[config.mk]
export PLATFORM = sky130hd
export DESIGN_NAME = edo_refresh_ctl
export DESIGN_NICKNAME = d
export VERILOG_FILES = /design/src/rtl/edo_refresh_ctl.sv
export SDC_FILE = /design/constraint.sdc
export NUM_CORES = 1
export LEC_CHECK = 0
export ABC_CLOCK_PERIOD_IN_PS = 4100
export BUFFER_PORTS_ARGS = -buffer_cell sky130_fd_sc_hd__buf_4
export CAP_MARGIN = 40
export CORE_MARGIN = 2
export CORE_UTILIZATION = 39
export CTS_CLUSTER_SIZE = 10
export DETAILED_ROUTE_END_ITERATION = 8
export PLACE_DENSITY = 0.67
export SETUP_SLACK_MARGIN = 0.4
export SLEW_MARGIN = 15
export SYNTH_ARGS = -nofsm -noshare
export SYNTH_HDL_FRONTEND = slang
export SYNTH_SLANG_ARGS = --single-unit
export TNS_END_PERCENT = 100
[constraint.sdc]
create_clock -name clk -period 4.1 [get_ports clk]
set_input_delay 0 -clock clk [delete_from_list [all_inputs] [get_ports clk]]
set_output_delay 0 -clock clk [all_outputs]
set_load 0.01 [all_outputs]
[src/rtl/edo_refresh_ctl.sv]
module edo_refresh_ctl #(
  parameter int TICK_CYC   = 6250,
  parameter int ROWS       = 2048,
  parameter int PEND_MAX   = 2100,
  parameter int CSR_CYC    = 1,
  parameter int RAS_CYC    = 5,
  parameter int RP_CYC     = 4,
  parameter int SR_MIN_CYC = 10000,
  parameter int SRX_CYC    = 11
) (
  input  logic clk,
  input  logic rst_n,
  input  logic burst_mode,
  input  logic sleep_req,
  input  logic bus_grant,
  output logic bus_req,
  output logic ras_n,
  output logic cas_n,
  output logic we_n,
  output logic self_ref,
  output logic pend_err
);
  localparam int TW = $clog2(TICK_CYC + 1);
  localparam int PW = $clog2(PEND_MAX + 1);
  localparam int RW = $clog2(ROWS + 1);
  localparam int CW = $clog2(SR_MIN_CYC + SRX_CYC + RAS_CYC + RP_CYC + CSR_CYC + 1);

  typedef enum logic [2:0] {
    S_IDLE, S_WAIT, S_CAS, S_RAS, S_PRE, S_SCAS, S_SRAS, S_SPRE
  } st_t;

  st_t           st;
  logic [CW-1:0] ph;
  logic [RW-1:0] left;
  logic [TW-1:0] tcnt;
  logic [PW-1:0] pend;
  logic          to_sr, sl;
  int            lim;

  wire in_sr  = st inside {S_SCAS, S_SRAS, S_SPRE};
  wire tick   = !in_sr && (tcnt == TW'(TICK_CYC - 1));
  wire at_lim = (ph == CW'(lim - 1));
  wire dec    = (st == S_PRE) && at_lim && !sl && (pend != '0);
  wire due    = burst_mode ? (pend >= PW'(ROWS)) : (pend != '0);

  assign cas_n    = !(st inside {S_CAS, S_RAS, S_SCAS, S_SRAS});
  assign ras_n    = !(st inside {S_RAS, S_SRAS});
  assign we_n     = 1'b1;
  assign self_ref = (st == S_SRAS);

  always_comb
    case (st)
      S_CAS, S_SCAS: lim = CSR_CYC;
      S_RAS:         lim = RAS_CYC;
      S_PRE:         lim = RP_CYC;
      S_SRAS:        lim = SR_MIN_CYC;
      S_SPRE:        lim = SRX_CYC;
      default:       lim = 1;
    endcase

  always_ff @(posedge clk)
    if (!rst_n || in_sr || tick) tcnt <= '0;
    else                         tcnt <= tcnt + 1'b1;

  always_ff @(posedge clk)
    if (!rst_n) begin
      pend     <= '0;
      pend_err <= 1'b0;
    end else if (st == S_SRAS) begin
      pend <= '0;
    end else if (tick && !dec) begin
      if (pend == PW'(PEND_MAX)) pend_err <= 1'b1;
      else                       pend <= pend + 1'b1;
    end else if (dec && !tick) begin
      pend <= pend - 1'b1;
    end

  always_ff @(posedge clk)
    if (!rst_n) begin
      st      <= S_IDLE;
      ph      <= '0;
      left    <= '0;
      to_sr   <= 1'b0;
      sl      <= 1'b0;
      bus_req <= 1'b0;
    end else begin
      case (st)
        S_IDLE: begin
          ph <= '0;
          if (sleep_req || due) begin
            bus_req <= 1'b1;
            sl      <= sleep_req;
            st      <= S_WAIT;
          end
        end
        S_WAIT:
          if (bus_grant) begin
            ph <= '0;
            if (sl && !burst_mode) st <= S_SCAS;
            else begin
              left  <= burst_mode ? RW'(ROWS) : RW'(1);
              to_sr <= sl;
              st    <= S_CAS;
            end
          end
        S_SRAS: begin
          if (!at_lim) ph <= ph + 1'b1;
          else if (!sleep_req) begin
            ph <= '0;
            st <= S_SPRE;
          end
        end
        default: begin
          ph <= at_lim ? '0 : ph + 1'b1;
          if (at_lim)
            case (st)
              S_CAS:  st <= S_RAS;
              S_RAS:  st <= S_PRE;
              S_SCAS: st <= S_SRAS;
              S_SPRE: begin
                left  <= burst_mode ? RW'(ROWS) : RW'(1);
                to_sr <= 1'b0;
                st    <= S_CAS;
              end
              S_PRE: begin
                left <= left - 1'b1;
                if (left > RW'(1)) st <= S_CAS;
                else if (to_sr)    st <= S_SCAS;
                else begin
                  bus_req <= 1'b0;
                  st      <= S_IDLE;
                end
              end
              default: st <= S_IDLE;
            endcase
        end
      endcase
    end

  AST_CAS_FIRST: assert property (@(posedge clk) disable iff (!rst_n) $fell(ras_n) |-> !$past(cas_n));
  AST_DRIVE_GRANTED: assert property (@(posedge clk) disable iff (!rst_n) (!ras_n || !cas_n) |-> bus_grant);
  AST_REQ_HOLD: assert property (@(posedge clk) disable iff (!rst_n) (bus_req && !bus_grant) |=> bus_req);
  AST_PRECHARGE: assert property (@(posedge clk) disable iff (!rst_n) $rose(ras_n) |=> (ras_n && cas_n));
  AST_ERR_STICKY: assert property (@(posedge clk) disable iff (!rst_n) pend_err |=> pend_err);
  AST_SR_HOLD: assert property (@(posedge clk) disable iff (!rst_n) (self_ref && sleep_req) |=> self_ref);
endmodule

---- After elaboration in Yosys (flattened, before gate mapping) ----
Cells that the tools add are included.
operators by class
  add/subtract/negate cells ............... 6
  magnitude comparators ................... 2
  equal/unequal tests ..................... 19
  multiplexer cells ....................... 37
  bitwise operators ....................... 4
  reductions and logical operators ........ 41
operator list
  kind                   number
  $mux 12                7
  $mux 14                4
  $pmux 14 s4            1
  $pmux 12 s2            2
  $pmux 14 s3            1
  $mux 3                 8
  $sub 12x1->12 const B  2
  $pmux 3 s5             1
  $reduce_and 5->1       3
  $add 14x1->14 const B  1
  $eq 14x14->1           1
  $sub 14x2->14 const B  1
  $add 13x1->13 const B  1
  $eq 13x13->1 const B   1
  $add 12x1->12 const B  1
  $eq 12x12->1 const B   1
  $eq 3x3->1 const B     4
  $ge 12x12->1 const B   1
  $gt 12x1->1 const B    1
  $reduce_bool 12->1     1
  $reduce_bool 2->1      6
  $mux 1                 10
  $ne 2x2->1 const B     5
  $pmux 3 s3             1
  16 further kinds       44
word-level totals
  register bits after elaboration ......... 58
  input port bits ......................... 5
  output and inout bits ................... 6
  word-level logic and storage cells ...... 118

---- Depth between registers and ports, before layout ----
Gate-level depths: netlist of run 1.
  depth after elaboration ................. 11
  gate-level depth with buffers ........... 18
  gate-level depth less buffers ........... 17

---- Least setup slack after synthesis of run 1 ----
No wires, ideal clock.
  kind .................................... register to register
  start ................................... register st[1]
  end ..................................... register pend[11]
  library setup time ...................... 71 ps
  data arrival time ....................... 3845 ps
  required time ........................... 4029 ps
  slack ................................... 185 ps
  stages on the path, launching flop included .. 19
  buffers on the path ..................... 2
  period minus slack after synthesis ...... 3915 ps
  cell sequence ........................... dfxtp_1 > clkbuf_1 > clkbuf_1 > nand3_1 > ha_1 > xor2_2 > mux2i_1 > o41ai_4 > nor4_1 > a21oi_1 > inv_1 > ha_1 > a211oi_1 > o21ai_0 > a21oi_1 > o2bb2ai_1 > nand4_1 > a21o_1 > a21oi_1
on the way
  word-level cells in the longest chain between the ends .. 11
  elaborated cells between the ends (all ways) .. 23
  those cells by class .................... add/sub (1); eq/ne (7); mux (2); reduce/logical (13)
ends and longest elaborated chain
  item                                                       line    RTL
  start, declared                                            32      st_t st;
  start signal, assigned                                     80      st <= S_IDLE;
  start signal, assigned                                     93      st <= S_WAIT;
  start signal, assigned                                     99      if (sl && !burst_mode) st <= S_SCAS;
  $eq 3x3->1 (tied with other cells)                         40, 52
  $pmux 14 s4                                                52      case (st)
  $sub 14x2->14                                              42      wire at_lim = (ph == CW'(lim - 1));
  $eq 14x14->1                                               42
  $logic_and 1x1->1 (3 in series)                            43      wire dec = (st == S_PRE) && at_lim && !sl && (pend != '0);
  $logic_not 1->1                                            71      end else if (tick && !dec) begin
  $logic_and 1x1->1                                          71
  $ne 2x2->1 (no line) or $reduce_bool 2->1 (tied branches)  -
  $reduce_and 2->1 (no line)                                 -
  end signal, assigned                                       73      else pend <= pend + 1'b1;
  end signal, assigned                                       75      pend <= pend - 1'b1;
  end, declared                                              36      logic [PW-1:0] pend;
Parallel ways exist; a longest one is shown, timed or not.
A chain may end at the register's enable or synchronous reset.

---- Final worst setup path of run 1 ----
  start ................................... register st[2]
  end ..................................... register pend[11]
The elaborated chain is that of the path after synthesis.

==> results of run 1 <==
==> Yosys cell counts (all sizes together), types with 4 or more instances <==
library cell	n
o211ai	6
dfxtp	58
nor4	7
o41ai	4
nand2	32
mux2i	5
clkbuf	9
nand3b	5
ha	16
nor3	11
a21oi	15
nor2b	6
nand3	23
xor2	27
o31ai	8
nor2	63
a211oi	4
and3	5
buf	6
nand4	8
xnor2	13
or3	7
a21o	7
or4	6
inv	11
o21ai	20
==> where the power goes <==
part | leakage [nW] | total, mW | internal (mW) | switching [mW]
sequential | 0.471 | 0.708 | 0.636 | 0.0717
clock | 0.105 | 0.577 | 0.351 | 0.226
combinational | 1.01 | 0.728 | 0.312 | 0.416
==> sequential cells by signal, indices dropped and copies added (netlist names) <==
register / flops
left: 12
sl: 1
to_sr: 1
bus_req: 1
st: 3
pend: 12
tcnt: 13
ph: 14
pend_err: 1
==> critical path, stage by stage (launching register included) <==
cell and delay (ns):
dfxtp_4 0.39, nand3_2 0.12, ha_4 0.19, xor2_4 0.16
buf_4 0.16, o31ai_4 0.22, nand2_1 0.15, nor4_4 0.28
a21oi_2 0.11, inv_2 0.14, buf_4 0.14, ha_1 0.27
a21o_1 0.20, a21o_1 0.17, a21oi_1 0.17, o2bb2ai_1 0.15
nand4_1 0.14, a21o_1 0.20, a21oi_1 0.11
==> worst paths after layout <==
kind / startpoint / end / slack [ns] / depth (start not counted)
worst max-delay path: st[2]$_SDFFE_PN0P_ / pend[11]$_SDFFE_PP0P_ / 0.54 / 18
worst min-delay path: bus_grant / to_sr$_SDFFE_PN0P_ / 0.11 / 4
worst max register to register: st[2]$_SDFFE_PN0P_ / pend[11]$_SDFFE_PP0P_ / 0.54 / 18
worst min register to register: left[1]$_SDFFE_PN0P_ / left[1]$_SDFFE_PN0P_ / 0.47 / 2
==> routing by layer <==
layer	up-vias	wire, um	share of wire (%)	GRT usage [%]
li1	1556	-	-	-
met2	55	3840	50	27.6
met3	4	308	4.0	3.83
met1	1437	3560	46	20.4
met5	-	0	0	0
met4	0	40	0.52	5.27
==> stage by stage <==
| stage | util (%) | power (mW) | instance area (um2) | hold slack [ns] |
|---|---|---|---|---|
| 2_1_floorplan | - | 1.26 | 3510 | 0.166 |
| 3_3_place_gp | 42.3 | 1.40 | 3670 | 0.287 |
| 3_5_place_dp | 42.3 | 1.41 | 3670 | 0.293 |
| 4_1_cts | 45.4 | 2.00 | 3940 | 0.0928 |
| 5_1_grt | 47.0 | 2.14 | 4080 | 0.147 |
| 6_report | 47.0 | 2.01 | 4080 | 0.108 |
==> kinds of logic after synthesis <==
logic type	Yosys count	synth area share, %
simple gates	191	27.9
compound gates	83	17.5
flops	58	33.3
xor+xnor	40	10.3
buf+inv	26	3.19
fa+ha+maj	17	6.31
mux	5	1.43
other cells	1	0.108
==> layout make-up <==
cell class	count	area [um2]	area share, %
clock buffers	11	141	3.47
clock inverters	3	65.1	1.60
inverters	11	41.3	1.01
multi-input cells	337	2320	57.0
flip-flops and latches	58	1170	28.7
well taps	108	135	3.31
repair buffers	26	203	4.97
==> timing repair <==
item | in CTS | in global routing
setup endpoints to repair | 2 | 4
buffers inserted | 4 | 4
hold endpoints to repair | 3 | 0
gates resized for setup | 2 | 19
hold buffers | 3 | 0
pin swaps | 1 | 6
==> flow_summary.json, run 1 <==
{
  "status": "complete, no violations",
  "start_util_pct": 40.2,
  "stdcell_count": 554,
  "leakage_nw": 1.59,
  "mostFrequentLayoutCell": "nor2_1",
  "fin_worst_skew_ns": 0.00790,
  "drtAntennaViolNets": 0,
  "fp-row-count": 34,
  "critPathArrivalTime_ns": 3.82,
  "clock_path_buffers": 2,
  "netlist_area_um2": 3490,
  "nNetsFinal": 465,
  "synth.ff_latch_count": 58,
  "finalHoldViolations": 0,
  "grt_max_degree": 20,
  "vias_per_cell": 5.51,
  "cts-root-buf": "clkbuf_8",
  "timing.max_cap.violations": 0,
  "criticalPathCategory": "register to register",
  "synth_top_area_cell": "dfxtp_1",
  "synth_area_leaders": "dfxtp_1, nor2_1, xor2_1",
  "area_growth_pct": 16.9,
  "final_cell_mix": "nor2_1, dfxtp_1, nand2_1",
  "finalSetupViolCount": 0,
  "antenna_found_initial": 0,
  "cts_buffers": 9,
  "drt_wl_total_mm": 7.75,
  "boundaryPins": 11,
  "finalMaxSlewViolations": 0,
  "path_clk_slew_ns": 0.06,
  "core_um2": 8680,
  "final.period_utilization_pct": 86.7,
  "gr-usage-all-layers_pct": 16.3,
  "endpoint_kind": "register",
  "diodes": 0,
  "synthFlopType": "dfxtp_1",
  "io_buffers": 9,
  "p_per_area_nw_per_um2": 494,
  "post_drt_wl_per_cell_um": 14.0,
  "synth_nets": 443,
  "grt_pass1_wl_mm": 13.0,
  "rsz0062_at_grt": "false",
  "clock.fmax_ghz": 0.281,
  "gp_congestion": 0.896,
  "ys_warn_count": 0,
  "grt_pass1_vias": 2865,
  "num_vias": 3052,
  "preCtsSetupSlack_ns": 0.237,
  "synthCells": 421,
  "first_pass_iters": 4,
  "drt_iter0_drc": 92,
  "start_kind": "register",
  "fin_crit_ns": 3.56,
  "min_path_type": "input port to register",
  "hpwl_mm": 5.40,
  "seq_area_frac_synth_pct": 33.3,
  "synth_edf_count": 0,
  "fillers": 850,
  "required_ns": 4.36,
  "cts.sinks": 58,
  "fp.dieH_um": 98.6,
  "cts_tree": "built",
  "clk_latency_ns": 0.34,
  "worst_pin_slew_ns": 0.668,
  "dieArea_um2": 9720,
  "tns_ns": 0,
  "h-tree-depth": 3,
  "synth-async-reset-ratio_pct": 0,
  "grt_overflow": 0,
  "peakVddDrop_mv": 0.202,
  "yosysTopAreaCellShare_pct": 33.3,
  "worstPathMaxFanout": 8,
  "dp_cells": 529,
  "die_w_um": 98.6,
  "synthDistinctLibCells": 64,
  "slew_headroom_pct": 55.0,
  "postSynthAreaPerCell_um2": 8.29,
  "post-route-drc-count": 0,
  "setup_slack_ns": 0.544,
  "drive_above_1_share_pct": 15.0
}
(Power assumes the default switching activity.)
==> run 2, diff against run 1 <==
Settings changed: CORE_UTILIZATION 39 to 40, PLACE_DENSITY 0.67 to 0.68.
==> run 2 against run 1 <==
Die area decreased by 2.4%. Sequential cell count unchanged. Highest routed layer unchanged. Cell count unchanged.
==> flow_summary.json, run 2 (synthesis gave the netlist of run 1 again) <==
{
  "clock_path_buffers": 2,
  "antenna_found_initial": 0,
  "tns_ns": 0,
  "seqPwrFrac_pct": 35.6,
  "grt_max_degree": 20,
  "p_sw_uw": 730,
  "top_regs": "ph (14), tcnt (13)",
  "status": "complete, no violations",
  "min_delay_path_depth": 4,
  "setup_slack_ns": 0.473,
  "rsz0062_at_grt": "false",
  "io_buffers": 9,
  "fin_worst_skew_ns": 0.00876,
  "drt_iter0_drc": 95,
  "peakVddDrop_mv": 0.188,
  "hpwl_mm": 5.61,
  "slew_headroom_pct": 59.0,
  "diodes": 0,
  "cts-root-buf": "clkbuf_8",
  "gr-usage-all-layers_pct": 16.5,
  "min_to": "to_sr$_SDFFE_PN0P_",
  "start_kind": "register",
  "grt_overflow": 0,
  "worstPathMaxFanout": 7,
  "required_ns": 4.31,
  "cts_buffers": 9,
  "post-route-drc-count": 0,
  "p_per_area_nw_per_um2": 486,
  "fin_util_pct": 47.3,
  "vias_per_cell": 5.56,
  "leakage_nw": 1.57,
  "grt_pass1_vias": 2887,
  "timing.max_cap.violations": 0,
  "largest_reg_flops": 14,
  "fin_crit_ns": 3.63,
  "finalHoldViolations": 0,
  "dieArea_um2": 9480,
  "regMostFlops": "ph",
  "fp.dieH_um": 97.4,
  "post_drt_wl_per_cell_um": 14.5,
  "drt_wl_total_mm": 8.01,
  "final.period_utilization_pct": 88.5,
  "worst_pin_slew_ns": 0.609,
  "first_pass_iters": 4,
  "start_util_pct": 40.6,
  "clk_latency_ns": 0.34,
  "fillers": 817,
  "boundaryPins": 11,
  "critPathArrivalTime_ns": 3.84,
  "final_cell_mix": "nor2_1, dfxtp_1, nand2_1",
  "nNetsFinal": 463,
  "cts.sinks": 58,
  "p_comb_share_pct": 36.9,
  "regToRegSetupSlack_ns": 0.47,
  "finalMaxSlewViolations": 0,
  "reg2regPathDepth": 17,
  "endpoint_kind": "register",
  "clock.fmax_ghz": 0.276,
  "path_clk_slew_ns": 0.07,
  "worst_hold_startpoint": "bus_grant",
  "h-tree-depth": 3,
  "fp-row-count": 34,
  "r2r_end": "pend[10]$_SDFFE_PP0P_",
  "die_w_um": 97.4,
  "swShare_pct": 36.9,
  "num_vias": 3081,
  "criticalPathCategory": "register to register",
  "grt_pass1_wl_mm": 13.0,
  "area_growth_pct": 16.5,
  "drive_above_1_share_pct": 16.4,
  "finalSetupViolCount": 0,
  "gp_congestion": 0.913,
  "min_path_type": "input port to register",
  "preCtsSetupSlack_ns": 0.238,
  "cts_tree": "built",
  "worstReg2RegStart": "st[2]$_SDFFE_PN0P_",
  "power.internal_mw": 1.25,
  "mostFrequentLayoutCell": "nor2_1",
  "core_um2": 8590,
  "p_clk_share_pct": 27.5,
  "drtAntennaViolNets": 0
}
## run 2: cell count changes in the layout (fill, tap and decap cells not counted), moves of 2 or more
cell        delta
buf_4          -3
nor3_1         -2
o21ai_0        -2
ha_4           -2
a21oi_1        -2
clkinvlp_4     +4
## run 2: repair_timing
item | CTS | global route
gates resized for setup | 5 | 23
endpoints found under the setup margin | 2 | 6
pin swaps | 1 | 8
endpoints found under the hold margin | 3 | 0
hold buffers | 3 | 0
cloned | 1 | 0
buffers inserted | 3 | 1
## run 2: power groups by stage
stage               Sequential (mW)  Combinational, mW  Clock [mW]
floorplan                     0.691              0.574           0
finish                        0.703              0.729       0.543
global route                  0.713              0.806       0.584
detailed placement            0.713              0.699           0
global placement              0.709              0.685           0
CTS                           0.700              0.711       0.558
## run 2: worst max path at each step
stage	start	end	slack, ns	cells past startpoint
2_1_floorplan	st[1]$_SDFFE_PN0P_	pend[10]$_SDFFE_PP0P_	0.41	18
3_3_place_gp	st[2]$_SDFFE_PN0P_	pend[11]$_SDFFE_PP0P_	0.37	17
3_5_place_dp	st[2]$_SDFFE_PN0P_	pend[11]$_SDFFE_PP0P_	0.24	17
4_1_cts	st[2]$_SDFFE_PN0P_	pend[11]$_SDFFE_PP0P_	0.35	17
5_1_grt	st[2]$_SDFFE_PN0P_	pend[11]$_SDFFE_PP0P_	0.32	17
6_report	st[2]$_SDFFE_PN0P_	pend[10]$_SDFFE_PP0P_	0.47	17
## run 2: layout make-up
type                    count  area (um2)  area share (%)
clock buffers              10         138            3.39
clock inverters             6        66.3            1.63
inverters                  11        43.8            1.08
multi-input cells         337        2330            57.3
flip-flops and latches     58        1170            28.7
well taps                 108         135            3.33
repair buffers             23         180            4.43
repair inverters            1        7.51           0.185
## run 2: per-layer routing
metal	global-route usage, %	part of all wire [%]	vias up
li1	-	-	1543
met1	20.0	45	1472
met2	29.0	50	55
met3	4.10	3.7	11
met4	4.91	1.6	0
met5	0	0	-
## run 2: stage by stage
stage	cells	area (um2)	hold WS, ns	power (mW)
after floorplan	421	3510	0.166	1.26
after global placement	530	3670	0.285	1.39
after detailed placement	530	3670	0.304	1.41
after CTS	553	3960	0.0875	1.97
after global routing	554	4060	0.145	2.10
final	554	4060	0.111	1.97
## run 2: worst max-delay path: stages, from the launching register on
cell and delay (ns):
dfxtp_4 0.39, nand3_1 0.13, ha_2 0.24, xor2_4 0.17, buf_4 0.15, o31ai_2 0.24
nand2_1 0.15, nor4_4 0.35, a21oi_4 0.14, inv_4 0.11, ha_1 0.29, and3_1 0.22
a22oi_2 0.21, a21oi_1 0.12, a21o_1 0.20, a21oi_2 0.14, xor2_1 0.16, o31ai_1 0.08
